==> src/rtl/ddr2_trk_pkg.sv <==
package ddr2_trk_pkg;

   typedef enum logic [2:0] {
      CMD_NOP,
      CMD_ACT,
      CMD_RD,
      CMD_WR,
      CMD_PRE,
      CMD_REF,
      CMD_LMR,
      CMD_DESEL
   } cmd_e;

   typedef enum logic [1:0] {
      PWR_UP   = 2'd0,
      PWR_PPD  = 2'd1,
      PWR_APD  = 2'd2,
      PWR_SREF = 2'd3
   } pwr_e;

endpackage

==> src/rtl/ddr2_cmd_decode.sv <==
module ddr2_cmd_decode
   import ddr2_trk_pkg::*;
(
   input  logic cs_n,
   input  logic ras_n,
   input  logic cas_n,
   input  logic we_n,
   output cmd_e cmd
);

   always_comb begin
      casez ({cs_n, ras_n, cas_n, we_n})
         4'b1???: cmd = CMD_DESEL;
         4'b0011: cmd = CMD_ACT;
         4'b0101: cmd = CMD_RD;
         4'b0100: cmd = CMD_WR;
         4'b0010: cmd = CMD_PRE;
         4'b0001: cmd = CMD_REF;
         4'b0000: cmd = CMD_LMR;
         default: cmd = CMD_NOP;
      endcase
   end

endmodule

==> src/rtl/ddr2_power_ctl.sv <==
module ddr2_power_ctl
   import ddr2_trk_pkg::*;
(
   input  logic clk,
   input  logic rst,
   input  logic cke,
   input  cmd_e cmd,
   input  logic any_open,
   output pwr_e pwr_vis,
   output logic exec
);

   pwr_e state_q, state_d;

   always_comb begin
      state_d = state_q;
      case (state_q)
         PWR_UP: begin
            if (!cke) begin
               if (any_open)
                  state_d = PWR_APD;
               else if (cmd == CMD_REF)
                  state_d = PWR_SREF;
               else
                  state_d = PWR_PPD;
            end
         end
         PWR_PPD, PWR_APD, PWR_SREF: begin
            if (cke) state_d = PWR_UP;
         end
         default: state_d = PWR_UP;
      endcase
   end

   always_ff @(posedge clk) begin
      if (rst) state_q <= PWR_UP;
      else     state_q <= state_d;
   end

   // self-refresh exit is seen on the pin level, ahead of the clock
   assign pwr_vis = (state_q == PWR_SREF && cke) ? PWR_UP : state_q;
   assign exec    = (state_q == PWR_UP) && cke;

endmodule

==> src/rtl/ddr2_bank_table.sv <==
module ddr2_bank_table
   import ddr2_trk_pkg::*;
#(
   parameter int NUM_BANKS  = 8,
   parameter int BANK_W     = 3,
   parameter int ADDR_W     = 14,
   parameter int ROW_W      = 14,
   parameter int AP_BIT     = 10,
   parameter bit TRACK_ROWS = 1'b1
) (
   input  logic                       clk,
   input  logic                       rst,
   input  logic                       exec,
   input  cmd_e                       cmd,
   input  logic [BANK_W-1:0]          ba,
   input  logic [ADDR_W-1:0]          addr,
   output logic [NUM_BANKS-1:0]       bank_open,
   output logic [NUM_BANKS*ROW_W-1:0] row_flat,
   output logic                       act_acc,
   output logic                       rw_acc,
   output logic                       err_q
);

   logic              act_req, rw_req, pre_req, hit_open;
   logic              ap_pend_q;
   logic [BANK_W-1:0] ap_bank_q;

   assign hit_open = bank_open[ba];
   assign act_req  = exec && (cmd == CMD_ACT);
   assign rw_req   = exec && (cmd == CMD_RD || cmd == CMD_WR);
   assign pre_req  = exec && (cmd == CMD_PRE);
   assign act_acc  = act_req && !hit_open;
   assign rw_acc   = rw_req && hit_open;

   always_ff @(posedge clk) begin
      if (rst) begin
         ap_pend_q <= 1'b0;
         ap_bank_q <= '0;
         err_q     <= 1'b0;
      end else begin
         ap_pend_q <= rw_acc && addr[AP_BIT];
         ap_bank_q <= ba;
         err_q     <= err_q | (act_req && hit_open) | (rw_req && !hit_open);
      end
   end

   for (genvar b = 0; b < NUM_BANKS; b++) begin : g_bank
      logic sel, closing, open_q;

      assign sel     = (ba == BANK_W'(b));
      assign closing = (pre_req && (addr[AP_BIT] || sel))
                    || (ap_pend_q && ap_bank_q == BANK_W'(b));

      always_ff @(posedge clk) begin
         if (rst)                 open_q <= 1'b0;
         else if (act_acc && sel) open_q <= 1'b1;
         else if (closing)        open_q <= 1'b0;
      end
      assign bank_open[b] = open_q;

      if (TRACK_ROWS) begin : g_row
         logic [ROW_W-1:0] row_q;
         always_ff @(posedge clk) begin
            if (rst)                 row_q <= '0;
            else if (act_acc && sel) row_q <= addr[ROW_W-1:0];
         end
         assign row_flat[b*ROW_W +: ROW_W] = row_q;
      end else begin : g_norow
         assign row_flat[b*ROW_W +: ROW_W] = '0;
      end
   end

endmodule

==> src/rtl/ddr2_mode_bank.sv <==
module ddr2_mode_bank #(
   parameter int NUM_MR     = 4,
   parameter int ADDR_W     = 14,
   parameter int BANK_W     = 3,
   parameter int TERM_IDX   = 1,
   parameter int RTT_LO_BIT = 2,
   parameter int RTT_HI_BIT = 6
) (
   input  logic                     clk,
   input  logic                     rst,
   input  logic                     wr_en,
   input  logic [BANK_W-1:0]        ba,
   input  logic [ADDR_W-1:0]        addr,
   output logic [NUM_MR*ADDR_W-1:0] mode_flat,
   output logic                     term_on
);

   localparam int TERM_BASE = TERM_IDX * ADDR_W;

   for (genvar k = 0; k < NUM_MR; k++) begin : g_mr
      logic [ADDR_W-1:0] reg_q;
      always_ff @(posedge clk) begin
         if (rst)                               reg_q <= '0;
         else if (wr_en && ba == BANK_W'(k))    reg_q <= addr;
      end
      assign mode_flat[k*ADDR_W +: ADDR_W] = reg_q;
   end

   assign term_on = mode_flat[TERM_BASE + RTT_LO_BIT] | mode_flat[TERM_BASE + RTT_HI_BIT];

endmodule

==> src/rtl/ddr2_cmd_tracker.sv <==
module ddr2_cmd_tracker
   import ddr2_trk_pkg::*;
#(
   parameter int NUM_BANKS  = 8,
   parameter int ADDR_W     = 14,
   parameter int ROW_W      = 14,
   parameter int NUM_MR     = 4,
   parameter int AP_BIT     = 10,
   parameter int TERM_IDX   = 1,
   parameter int RTT_LO_BIT = 2,
   parameter int RTT_HI_BIT = 6,
   parameter bit TRACK_ROWS = 1'b1,
   localparam int BANK_W    = $clog2(NUM_BANKS)
) (
   input  logic                        clk,
   input  logic                        rst,
   input  logic                        cke,
   input  logic                        cs_n,
   input  logic                        ras_n,
   input  logic                        cas_n,
   input  logic                        we_n,
   input  logic [BANK_W-1:0]           ba,
   input  logic [ADDR_W-1:0]           addr,
   input  logic                        odt_in,
   output logic                        act_stb,
   output logic                        rd_stb,
   output logic                        wr_stb,
   output logic                        pre_stb,
   output logic                        ref_stb,
   output logic                        lmr_stb,
   output logic [BANK_W-1:0]           cmd_bank,
   output logic [ADDR_W-1:0]           cmd_col,
   output logic                        cmd_ap,
   output logic [NUM_BANKS-1:0]        bank_open,
   output logic [NUM_BANKS*ROW_W-1:0]  open_rows,
   output logic [NUM_MR*ADDR_W-1:0]    mode_regs,
   output logic [1:0]                  pwr_state,
   output logic                        odt_en,
   output logic                        proto_err
);

   // elaboration-time parameter checks
   if (NUM_BANKS < 2 || (1 << BANK_W) != NUM_BANKS) begin : g_bad_banks
      $error("NUM_BANKS must be a power of two of at least 2");
   end
   if (AP_BIT >= ADDR_W) begin : g_bad_ap
      $error("AP_BIT must lie inside the address bus");
   end
   if (ROW_W < 1 || ROW_W > ADDR_W) begin : g_bad_row
      $error("ROW_W must be between 1 and ADDR_W");
   end
   if (NUM_MR < 1 || NUM_MR > NUM_BANKS || TERM_IDX >= NUM_MR) begin : g_bad_mr
      $error("mode register count or termination index out of range");
   end
   if (RTT_LO_BIT >= ADDR_W || RTT_HI_BIT >= ADDR_W) begin : g_bad_rtt
      $error("termination bits must lie inside the address bus");
   end

   cmd_e              cmd;
   pwr_e              pwr_vis;
   logic              exec, act_acc, rw_acc, term_on, lmr_hit;
   logic [ADDR_W-1:0] col_v;

   ddr2_cmd_decode u_dec (
      .cs_n  (cs_n),
      .ras_n (ras_n),
      .cas_n (cas_n),
      .we_n  (we_n),
      .cmd   (cmd)
   );

   ddr2_power_ctl u_pwr (
      .clk      (clk),
      .rst      (rst),
      .cke      (cke),
      .cmd      (cmd),
      .any_open (|bank_open),
      .pwr_vis  (pwr_vis),
      .exec     (exec)
   );

   ddr2_bank_table #(
      .NUM_BANKS  (NUM_BANKS),
      .BANK_W     (BANK_W),
      .ADDR_W     (ADDR_W),
      .ROW_W      (ROW_W),
      .AP_BIT     (AP_BIT),
      .TRACK_ROWS (TRACK_ROWS)
   ) u_banks (
      .clk       (clk),
      .rst       (rst),
      .exec      (exec),
      .cmd       (cmd),
      .ba        (ba),
      .addr      (addr),
      .bank_open (bank_open),
      .row_flat  (open_rows),
      .act_acc   (act_acc),
      .rw_acc    (rw_acc),
      .err_q     (proto_err)
   );

   assign lmr_hit = exec && (cmd == CMD_LMR) && (int'(ba) < NUM_MR);

   ddr2_mode_bank #(
      .NUM_MR     (NUM_MR),
      .ADDR_W     (ADDR_W),
      .BANK_W     (BANK_W),
      .TERM_IDX   (TERM_IDX),
      .RTT_LO_BIT (RTT_LO_BIT),
      .RTT_HI_BIT (RTT_HI_BIT)
   ) u_mode (
      .clk       (clk),
      .rst       (rst),
      .wr_en     (lmr_hit),
      .ba        (ba),
      .addr      (addr),
      .mode_flat (mode_regs),
      .term_on   (term_on)
   );

   always_comb begin
      col_v         = addr;
      col_v[AP_BIT] = 1'b0;
   end

   always_ff @(posedge clk) begin
      if (rst) begin
         act_stb  <= 1'b0;
         rd_stb   <= 1'b0;
         wr_stb   <= 1'b0;
         pre_stb  <= 1'b0;
         ref_stb  <= 1'b0;
         lmr_stb  <= 1'b0;
         cmd_bank <= '0;
         cmd_col  <= '0;
         cmd_ap   <= 1'b0;
      end else begin
         act_stb <= act_acc;
         rd_stb  <= rw_acc && (cmd == CMD_RD);
         wr_stb  <= rw_acc && (cmd == CMD_WR);
         pre_stb <= exec && (cmd == CMD_PRE);
         ref_stb <= exec && (cmd == CMD_REF);
         lmr_stb <= lmr_hit;
         if (rw_acc) begin
            cmd_bank <= ba;
            cmd_col  <= col_v;
            cmd_ap   <= addr[AP_BIT];
         end
      end
   end

   assign pwr_state = pwr_vis;
   assign odt_en    = odt_in && term_on && (pwr_vis != PWR_SREF);

endmodule

==> config.mk <==
export PLATFORM = sky130hd
export DESIGN_NAME = ddr2_cmd_tracker
export DESIGN_NICKNAME = d
export VERILOG_FILES = /design/src/rtl/ddr2_trk_pkg.sv /design/src/rtl/ddr2_cmd_decode.sv /design/src/rtl/ddr2_power_ctl.sv /design/src/rtl/ddr2_bank_table.sv /design/src/rtl/ddr2_mode_bank.sv /design/src/rtl/ddr2_cmd_tracker.sv
export SDC_FILE = /design/constraint.sdc
export NUM_CORES = 1
export LEC_CHECK = 0
export BUFFER_PORTS_ARGS = -buffer_cell sky130_fd_sc_hd__buf_2
export CAP_MARGIN = 40
export CORE_ASPECT_RATIO = 1.5
export CORE_UTILIZATION = 50
export CTS_BUF_LIST = sky130_fd_sc_hd__clkbuf_8 sky130_fd_sc_hd__clkbuf_16
export CTS_CLUSTER_DIAMETER = 60
export CTS_CLUSTER_SIZE = 25
export DETAILED_ROUTE_END_ITERATION = 6
export HOLD_SLACK_MARGIN = 0.08
export PLACE_DENSITY = 0.77
export SETUP_SLACK_MARGIN = 0.5
export SLEW_MARGIN = 5
export SYNTH_ARGS = -nofsm -noshare
export SYNTH_HDL_FRONTEND = slang
export SYNTH_SLANG_ARGS = --single-unit
==> constraint.sdc <==
create_clock -name clk -period 5.9 [get_ports clk]
set_input_delay 0 -clock clk [delete_from_list [all_inputs] [get_ports clk]]
set_output_delay 0 -clock clk [all_outputs]
set_load 0.005 [all_outputs]
==> impl_results.md <==
- Clk Tree Root Cell: clkbuf_16
- Inserted Diodes: 0
- PortBufs: between 200 and 250
- Worst Path Arrival: 3070 ps
- Nets: approximately 1100
- Setup-failing EPs final: 0
- Total wire length: between 20000 and 25000 um
- Average instance area after synthesis: 10.0 um2
- ANT nets after route: 0
- Commonest cells after routing, fill and taps aside: buf_2, dfxtp_1, mux2i_1
- Area Overhead vs Synth: 21.3%
- Core Region: 16700 um2
- Slew headroom: about 46%
- Post-DR wirelength/cell: between 15 and 20 um
- CP Capture Type: register
- Grt total ovfl: 0
- Clk_lat worst skew: about 470 ps
- Pleak: approximately 5.0 nW
- Pre-antenna DRT Iters: 5
- Synthesized flop and latch total: 206
- Row count: 58
- Max Fclk: 373 MHz
- R2R setup slack: around 3200 ps
- Outcome: finished clean
- Width of the chip: between 100 and 150 um
- HP Class: input pin to register
- Seq/Total Area, Yosys: between 40% and 50%
- Pre-CTS setup slack: 3230 ps
- Synth Instances: between 800 and 900
- Fin. max-slew vios: 0
- Post-route DRC: 0
- Mapped cell area: 8490 um2
- Worst EP required: about 6300 ps
- Final worst slack: 3220 ps
- Placed inst area: just under 10000 um2
- Power Total: about 2.5 mW
- H-Tree Depth: 1
- CTS Buf Count: 13
- Commonest non-fill, non-tap cell in the layout: buf_2
- Worst-Margin Slew: approximately 800 ps
- Routed via count: approximately 6800
- Initial antenna violation count: 0
- Clock buffer depth: 3
- Yosys cell types: between 40 and 50
- Clock slew at reported path FFs: 100 ps
- DIE HEIGHT: about 160 um
- Post-route cell area: around 10000 um2
- Vias in the first global route: 6390
- Hold Vio Cnt, Final: 0
- Post-CTS Resized: 0
- Critical Path Source Type: register
- Vias per cell: 5.41
- I/O pin count: approximately 230
- GRT Resource Usage Total: around a quarter
- HPWL Detailed: 15800 um
- Max Clock Skew: 17.0 ps
- Final TNS setup: 0 ps
- Drt initial violations: 482
- CTS tree: built
- Share of post-route cells with drive strength above 1: a little over a quarter
- Pwr per Cell Area: roughly 250 nW/um2
- WS Path Type: register to register
- Placer Congestion: 0.872
- Die ar.: roughly 18000 um2
- Final period demand of the worst path: about 2700 ps
- First-pass GRT wire length: 34800 um
- Max-cap violation count: 0
- RSZ-0062 raised after global routing: no
- Initial Util: 50.9%
- Fin crit share: 45.4%
- YS warnings: 0
- Max rail drop VDD: 0.217 mV
- Total nets after synthesis: approximately 870
- Crit Path Max Fanout: 13
- Largest net degree at the start of global routing: 72
- Filler Cell Count: ~1400
- Clk sinks: approximately 200
[kinds of logic after synthesis]
group	count (synthesis)	synth area share, %
compound gates	52	4.36
buf+inv	88	4.91
flops	206	48.6
mux	171	20.2
other cells	1	0.0442
simple gates	330	22.0
[path summary, 6_finish.rpt]
check	startpoint	endpoint	cells past startpoint
worst max-delay path	u_pwr.state_q[0]	u_banks.g_bank[2].g_row.row_q[1]	4
worst min-delay path	cas_n	act_stb	5
worst max register to register	u_pwr.state_q[0]	u_banks.g_bank[2].g_row.row_q[1]	4
worst min register to register	u_banks.g_bank[2].g_row.row_q[9]	u_banks.g_bank[2].g_row.row_q[9]	2
[per-stage QoR]
step / util (%) / hold WS (ps) / cells
CTS: 61.7 / 91.5 / 1258
finish: 61.7 / 100 / 1258
detailed placement: 57.7 / 255 / 1214
global route: 61.7 / 108 / 1258
global placement: 57.4 / 245 / 1212
floorplan: - / 55.5 / 848
[per-layer routing]
metal | global-route usage [%] | vias up | wire length, um
li1 | - | 3251 | -
met4 | 7.19 | 0 | 454
met1 | 30.8 | 3258 | 9560
met2 | 45.1 | 264 | 11600
met5 | 0 | - | 0
met3 | 5.29 | 29 | 1510
[synth_stat cells (all sizes together)]
master | instances | area [um2]
a211o | 1 | 8.76
a211oi | 1 | 7.51
a21boi | 2 | 15.0
a21oi | 11 | 55.1
a22oi | 16 | 120
a311oi | 1 | 8.76
a31oi | 5 | 31.3
and3 | 1 | 6.26
and3b | 1 | 8.76
buf | 44 | 251
clkbuf | 39 | 146
conb | 1 | 3.75
dfxtp | 206 | 4120
inv | 5 | 18.8
mux2i | 171 | 1710
nand2 | 21 | 78.8
nand2b | 116 | 726
nand3 | 38 | 205
nand3b | 2 | 15.0
nand4 | 3 | 37.5
nor2 | 83 | 319
nor2b | 20 | 125
nor3 | 20 | 100
nor3b | 4 | 30.0
nor4 | 7 | 73.8
nor4b | 2 | 32.5
nor4bb | 1 | 10.0
o21ai | 3 | 15.0
o21ba | 1 | 10.0
o221a | 1 | 11.3
o221ai | 9 | 78.8
o22a | 1 | 8.76
or2 | 2 | 12.5
or3 | 1 | 6.26
or3b | 3 | 26.3
or4 | 1 | 11.3
or4b | 3 | 30.0
or4bb | 1 | 11.3
[area by class of cell]
class,instances,area (um2),share of cell area [%]
Inverter,5,18.8,0.182
Multi-Input combinational cell,554,3970,38.5
Clock inverter,5,80.1,0.777
Timing Repair Buffer,264,1510,14.7
Tap cell,210,263,2.55
Clock buffer,14,339,3.29
Sequential cell,206,4120,40.0
[report_power, final]
| group | internal (mW) | switching, mW | leakage (nW) |
|---|---|---|---|
| clock network | 0.476 | 0.502 | 0.206 |
| logic | 0.0559 | 0.0931 | 3.15 |
| registers | 1.40 | 0.00480 | 1.66 |
[what timing repair did]
action                                 in CTS  in global routing
setup buffers                               0                  0
setup endpoints to repair                   0                  0
endpoints found under the hold margin      84                  0
hold buffers                               25                  0
[sequential cells by signal, indices dropped and copies added, names as in the netlist, 2 cells and up]
register / cells
cmd_bank: 3
cmd_col: 13
u_banks.ap_bank_q: 3
u_banks.g_bank.g_row.row_q: 112
u_banks.g_bank.open_q: 8
u_mode.g_mr.reg_q: 56
u_pwr.state_q: 2
[critical path, cell delays in order (launching register included)]
cell,delay [ps]
dfxtp_1,370
or4b_1,820
nor2_4,390
and3_1,740
mux2i_1,260
No activity file was read; power rests on OpenSTA's default activity.
